[src/rtl/bist_pkg.sv]
package bist_pkg;
  localparam int STAT_W = 4;
  localparam int STAT_START = 0;
  localparam int STAT_BUSY  = 1;
  localparam int STAT_DONE  = 2;
  localparam int STAT_PASS  = 3;

  typedef enum logic [2:0] {
    ST_IDLE  = 3'd0,
    ST_INIT  = 3'd1,
    ST_APPLY = 3'd2,
    ST_CMP   = 3'd3,
    ST_DONE  = 3'd4
  } bist_state_e;
endpackage

[src/rtl/bist_lfsr.sv]
module bist_lfsr #(
  parameter int W = 8,
  parameter logic [W-1:0] TAPS = 8'hB8,
  parameter logic [W-1:0] SEED = 8'h01
) (
  input  logic         clk,
  input  logic         rst_n,
  input  logic         load,
  input  logic         step,
  output logic [W-1:0] q
);
  logic fb;
  assign fb = ^(q & TAPS);

  always_ff @(posedge clk or negedge rst_n) begin
    if (!rst_n)    q <= SEED;
    else if (load) q <= SEED;
    else if (step) q <= {q[W-2:0], fb};
  end
endmodule

[src/rtl/bist_cmp.sv]
module bist_cmp #(
  parameter int W = 8
) (
  input  logic         clk,
  input  logic         rst_n,
  input  logic         clr,
  input  logic         en,
  input  logic [W-1:0] resp,
  input  logic [W-1:0] expect_val,
  output logic         fail
);
  logic mismatch;
  assign mismatch = en && (resp != expect_val);

  always_ff @(posedge clk or negedge rst_n) begin
    if (!rst_n)        fail <= 1'b0;
    else if (clr)      fail <= 1'b0;
    else if (mismatch) fail <= 1'b1;
  end
endmodule

[src/rtl/bist_seq.sv]
module bist_seq
  import bist_pkg::*;
#(
  parameter int NUM_PAT = 255
) (
  input  logic        clk,
  input  logic        rst_n,
  input  logic        start_req,
  input  logic        test_mode,
  output bist_state_e state,
  output logic        lfsr_load,
  output logic        lfsr_step,
  output logic        cmp_en,
  output logic        clr_fail
);
  localparam int CW = $clog2(NUM_PAT + 1);
  localparam logic [CW-1:0] LAST = CW'(NUM_PAT - 1);

  bist_state_e nxt;
  logic [CW-1:0] cnt;

  assign lfsr_load = (state == ST_INIT) && test_mode;
  assign clr_fail  = lfsr_load;
  assign cmp_en    = (state == ST_CMP) && test_mode;
  assign lfsr_step = cmp_en;

  always_comb begin
    nxt = state;
    unique case (state)
      ST_IDLE, ST_DONE: if (start_req) nxt = ST_INIT;
      ST_INIT:  nxt = test_mode ? ST_APPLY : ST_IDLE;
      ST_APPLY: nxt = test_mode ? ST_CMP : ST_IDLE;
      ST_CMP: begin
        if (!test_mode)       nxt = ST_IDLE;
        else if (cnt == LAST) nxt = ST_DONE;
        else                  nxt = ST_APPLY;
      end
      default: nxt = ST_IDLE;
    endcase
  end

  always_ff @(posedge clk or negedge rst_n) begin
    if (!rst_n) begin
      state <= ST_IDLE;
      cnt   <= '0;
    end else begin
      state <= nxt;
      if (lfsr_load)   cnt <= '0;
      else if (cmp_en) cnt <= cnt + 1'b1;
    end
  end
endmodule

[src/rtl/bist_ctrl.sv]
module bist_ctrl
  import bist_pkg::*;
#(
  parameter int W = 8,
  parameter logic [W-1:0] TAPS = 8'hB8,
  parameter logic [W-1:0] SEED = 8'h01,
  parameter int NUM_PAT = 255
) (
  input  logic              clk,
  input  logic              rst_n,
  input  logic              test_mode,
  input  logic              cfg_wr,
  input  logic [STAT_W-1:0] cfg_wdata,
  output logic [STAT_W-1:0] cfg_rdata,
  input  logic [W-1:0]      func_in,
  output logic [W-1:0]      cut_in,
  input  logic [W-1:0]      cut_out,
  output logic              busy,
  output logic              done,
  output logic              go_nogo
);
  bist_state_e state;
  logic mode_q, start_req;
  logic lfsr_load, lfsr_step, cmp_en, clr_fail, fail;
  logic [W-1:0] pattern;
  logic unused_wdata;

  assign unused_wdata = ^cfg_wdata[STAT_W-1:1];

  always_ff @(posedge clk or negedge rst_n) begin
    if (!rst_n) mode_q <= 1'b0;
    else        mode_q <= test_mode;
  end

  assign start_req = (test_mode && !mode_q) ||
                     (cfg_wr && cfg_wdata[STAT_START] && test_mode);

  bist_seq #(.NUM_PAT(NUM_PAT)) u_seq (
    .clk(clk), .rst_n(rst_n), .start_req(start_req), .test_mode(test_mode),
    .state(state), .lfsr_load(lfsr_load), .lfsr_step(lfsr_step),
    .cmp_en(cmp_en), .clr_fail(clr_fail)
  );

  bist_lfsr #(.W(W), .TAPS(TAPS), .SEED(SEED)) u_lfsr (
    .clk(clk), .rst_n(rst_n), .load(lfsr_load), .step(lfsr_step), .q(pattern)
  );

  bist_cmp #(.W(W)) u_cmp (
    .clk(clk), .rst_n(rst_n), .clr(clr_fail), .en(cmp_en),
    .resp(cut_out), .expect_val(pattern), .fail(fail)
  );

  assign cut_in  = test_mode ? pattern : func_in;
  assign busy    = (state == ST_INIT) || (state == ST_APPLY) || (state == ST_CMP);
  assign done    = (state == ST_DONE);
  assign go_nogo = done && !fail;

  always_comb begin
    cfg_rdata             = '0;
    cfg_rdata[STAT_BUSY]  = busy;
    cfg_rdata[STAT_DONE]  = done;
    cfg_rdata[STAT_PASS]  = go_nogo;
  end
endmodule

[config.mk]
export PLATFORM = sky130hd
export DESIGN_NAME = bist_ctrl
export DESIGN_NICKNAME = d
export VERILOG_FILES = /design/src/rtl/bist_pkg.sv /design/src/rtl/bist_lfsr.sv /design/src/rtl/bist_cmp.sv /design/src/rtl/bist_seq.sv /design/src/rtl/bist_ctrl.sv
export SDC_FILE = /design/constraint.sdc
export NUM_CORES = 1
export LEC_CHECK = 0
export CAP_MARGIN = 20
export CORE_ASPECT_RATIO = 1.2
export CORE_MARGIN = 5
export CORE_UTILIZATION = 25
export CTS_CLUSTER_SIZE = 12
export DETAILED_ROUTE_END_ITERATION = 7
export GPL_TIMING_DRIVEN = 0
export PLACE_DENSITY_LB_ADDON = 0.2
export SYNTH_ARGS = -nofsm -noshare
export SYNTH_HDL_FRONTEND = slang
export SYNTH_SLANG_ARGS = --single-unit
[constraint.sdc]
create_clock -name clk -period 1.6 [get_ports clk]
set_input_delay 0.4 -clock clk [delete_from_list [all_inputs] [get_ports clk]]
set_output_delay 0.4 -clock clk [all_outputs]
set_load 0.01 [all_outputs]
==> summary.md <==
| Metric | Value |
|---|---|
| Status | `complete, but fails checks` |
| Violations in the final reports | `negative setup slack` |
| Longest Clk Path Bufs | `2` |
| End-of-flow core utilization | `39.2%` |
| First-pass detailed-route iteration total | `4` |
| Hold_buf cts | `0` |
| Unique masters post-synth | `31` |
| Floorplan die area | `between 6000 and 7000 um2` |
| Worst-skew pair later-pin latency | `0.26 ns` |
| Pwr Density | `771 nW/um2` |
| Number of storage elements in the synthesis netlist | `21` |
| Number of placed I/O pins | `39` |
| Via-to-Cell Ratio | `4.74` |
| Y dimension of the die | `about 86 um` |
| Slew Viols, Final | `0` |
| Post-synth ARST share | `100%` |
| Row cnt | `27` |
| Maximum number of pins on one net before global-route repair | `22` |
| Final nets | `205` |
| Total Routed Length | `3280 um` |
| Critical path startpoint category | `flop` |
| Number of DRC markers after the initial detailed-route iteration | `between 50 and 60` |
| Shortest clock period the worst path allows after layout | `between 1.5 and 2 ns` |
| Unrepaired setup endpoints after global routing | `yes` |
| Number of global-route vias before repair | `between 1k and 1.5k` |
| Post-synthesis share of cell area spent on full adders, half adders and majority gates | `between 2 and 2.5%` |
| Proportion of synthesized area in mux cells | `7.44%` |
| Kind of critical path | `flop to primary output` |
| Remaining global-route overflow | `0` |
| Maximum fanout along the worst path | `4` |
| Largest vdd supply drop | `0.374 mV` |
| Root buffer cell | `sky130_fd_sc_hd__clkbuf_8` |
| Die outline width | `73.5 um` |
| Most instantiated flip-flop cell in the synthesis netlist | `sky130_fd_sc_hd__dfrtp_1` |
| Number of enable-type register cells in the synthesized netlist | `0` |
| Count of cells along the worst hold path | `1` |
| Worst clock skew | `about 0.0025 ns` |
| Part of the Yosys area used for sequential elements | `43.5%` |
| Placer's final routability congestion estimate | `just under 0.8` |
| Proportion of layout cells with a drive suffix above 1 | `28.7%` |
| Hold Path Sink | `mode_q$_DFF_PN0_` |
| Clk pin slew, worst setup/hold paths | `0.08 ns` |
| Initial core utilization | `26.0%` |
| Complex-gate fraction of the synthesized area | `11.6%` |
| Remaining routing DRC violations | `0` |
| H-tree depth reported by CTS | `1` |
| Maximum clock rate | `592 MHz` |
| Static power due to leakage | `0.893 nW` |
| Number of hold violations in the final report | `0` |
| Netlist Area Pre-Place | `approximately 1200 um2` |
| Min-Delay Startpoint | `test_mode` |
| Type of element capturing the critical path | `primary output` |
| Detailed-placement wirelength estimate | `2330 um` |
| Total track usage | `10.7%` |
| Sequential standard cell area | `528 um2` |
| Detailed-route via count | `~1.1k` |
| Area occupied by multi-input gates | `~670 um2` |
| Wire length of the first global-routing pass | `around 5500 um` |
| Endpoint of the worst register-to-register path | `u_seq.cnt[7]$_DFFE_PN0P_` |
| Synthesized area divided by synthesized cell count | `9.25 um2` |
| Register-to-register setup slack | `0.12 ns` |
| Synth warnings | `0` |
| Count of port buffers added during placement | `34` |
| Inserted Diodes | `0` |
| Share of the clock period used by the worst path | `106%` |
| Antenna violations before repair | `0` |
| Area of the core region | `4660 um2` |
| Path type of the worst min-delay path | `input port to flop` |
| Routed length per instance | `13.9 um` |
| Final Power | `1.41 mW` |
| Number of buffers created by CTS | `3` |
| Path depth of the worst reg2reg path | `6` |
| Max Cap Viol | `0` |
| Syn nets | `157` |
| Required time of the worst setup path | `1.20 ns` |
| Crit path arrival time | `1.29 ns` |
| Largest family of logic cells by synthesized area | `simple AND/OR/NAND/NOR gates` |
| Reg2reg start | `u_seq.state[0]$_DFFE_PN0P_` |
| Min setup slack post-route | `-0.0884 ns` |
| Area share of xor/xnor cells in the synthesized design | `7.95%` |
| Number of antenna-violating nets in the routed design | `0` |
| CTS tree | `done` |
| Number of instances in the synthesized netlist | `~130` |
| Minimum hold slack | `0.297 ns` |
| Simple-gate share of the synthesized area | `22.5%` |
| Final count of negative-setup-slack endpoints | `4` |
| Number of inserted filler cells in the final layout | `between 400 and 500` |
| Area grow syn2layout | `51.0%` |
| Clock Sink Count | `21` |
[placed cells by master (no fill, tap or decap), types with 6 or more instances in the layout]
cell type / Yosys / final
sky130_fd_sc_hd__buf_4: 5 / 10
sky130_fd_sc_hd__buf_6: 0 / 14
sky130_fd_sc_hd__clkdlybuf4s50_1: 0 / 13
sky130_fd_sc_hd__dfrtp_1: 20 / 19
sky130_fd_sc_hd__dlymetal6s2s_1: 0 / 6
sky130_fd_sc_hd__mux2_4: 0 / 6
sky130_fd_sc_hd__nand2_1: 23 / 23
sky130_fd_sc_hd__nand3_1: 16 / 16
sky130_fd_sc_hd__o21ai_0: 7 / 7
sky130_fd_sc_hd__xnor2_1: 9 / 9
[worst max-delay path by stage]
| stage | end | depth (start not counted) | startpoint |
|---|---|---|---|
| after floorplan | cfg_rdata[3] | 4 | u_seq.state[1]$_DFFE_PN0P_ |
| after global routing | cfg_rdata[3] | 5 | u_seq.state[1]$_DFFE_PN0P_ |
| after detailed placement | cut_in[3] | 4 | test_mode |
| final | cfg_rdata[3] | 5 | u_seq.state[1]$_DFFE_PN0P_ |
| after CTS | cfg_rdata[3] | 5 | u_seq.state[1]$_DFFE_PN0P_ |
| after global placement | cut_in[2] | 4 | test_mode |
[final cells by class]
class,instances,area share (%)
repair buffers,43,23.9
flip-flops and latches,21,28.9
well taps,58,3.97
multi-input cells,100,36.7
inverters,2,0.410
clock inverters,1,0.274
clock buffers,3,2.26
plain buffers,8,3.69
[cell usage after synthesis (2+ instances only)]
library cell / number / share of area [%]
sky130_fd_sc_hd__xnor2_1: 9 / 6.5
sky130_fd_sc_hd__ha_1: 2 / 2.1
sky130_fd_sc_hd__dfrtp_1: 20 / 41
sky130_fd_sc_hd__a21oi_1: 3 / 1.2
sky130_fd_sc_hd__a31oi_1: 4 / 2.1
sky130_fd_sc_hd__inv_1: 2 / 0.62
sky130_fd_sc_hd__o21ai_0: 7 / 2.9
sky130_fd_sc_hd__o31ai_1: 5 / 3.1
sky130_fd_sc_hd__buf_4: 5 / 3.1
sky130_fd_sc_hd__mux2_2: 8 / 7.4
sky130_fd_sc_hd__clkbuf_1: 3 / 0.93
sky130_fd_sc_hd__nand3_1: 16 / 6.6
sky130_fd_sc_hd__nor2_1: 4 / 1.2
sky130_fd_sc_hd__nand4_1: 2 / 1.0
sky130_fd_sc_hd__xor2_1: 2 / 1.4
sky130_fd_sc_hd__nor2b_1: 2 / 1.0
sky130_fd_sc_hd__nand2_1: 23 / 7.1
[timing repair]
action                                  in CTS  in global routing
endpoints found under the setup margin      21                 24
pin swaps                                    1                  1
gates cloned                                 1                  0
setup buffers                                4                  3
gates resized for setup                     75                 24
[critical path, stage by stage, from the launching register on]
cell,delay (ns)
sky130_fd_sc_hd__dfrtp_2,0.45
sky130_fd_sc_hd__nor2_4,0.10
sky130_fd_sc_hd__and2_4,0.16
sky130_fd_sc_hd__nor2b_4,0.14
sky130_fd_sc_hd__buf_6,0.10
sky130_fd_sc_hd__buf_6,0.09
[where the power goes]
part / internal (mW) / leakage (nW) / switching, mW
registers: 0.594 / 0.280 / 0.0721
clock network: 0.173 / 0.0255 / 0.173
logic: 0.226 / 0.587 / 0.173
[cells by family (layout without fill, tap and decap cells)]
group,count (synthesis),in the layout
buffers and inverters,10,57
adder cells (fa/ha/maj),2,2
XOR/XNOR,11,11
other,1,1
AO/OA/AOI/OAI,22,22
flip-flops,21,21
AND/OR/NAND/NOR,56,56
multiplexers,8,8
[metal layers]
metal  track usage, %  wire length (um)  up-vias
li1                 -                 -      554
met1             14.3              1530      540
met2             17.8              1610       22
met3             1.97               124        2
met4             2.64                14        0
met5                0                 0        -
[registers in the layout (all words and copies together) (netlist names)]
| name | cells |
|---|---|
| mode_q | 1 |
| u_cmp.fail | 1 |
| u_lfsr.q | 8 |
| u_seq.cnt | 8 |
| u_seq.state | 3 |
[through the flow]
stage / setup TNS (ns) / instances / setup WS [ns] / area (um2)
CTS: -0.473 / 232 / -0.160 / 1700
floorplan: 0 / 131 / 0.0650 / 1210
detailed placement: -15.47 / 223 / -1.13 / 1630
global route: -0.557 / 236 / -0.167 / 1830
global placement: -14.52 / 223 / -1.09 / 1630
finish: -0.242 / 236 / -0.0884 / 1830
Power figures use the tool's default switching activity.
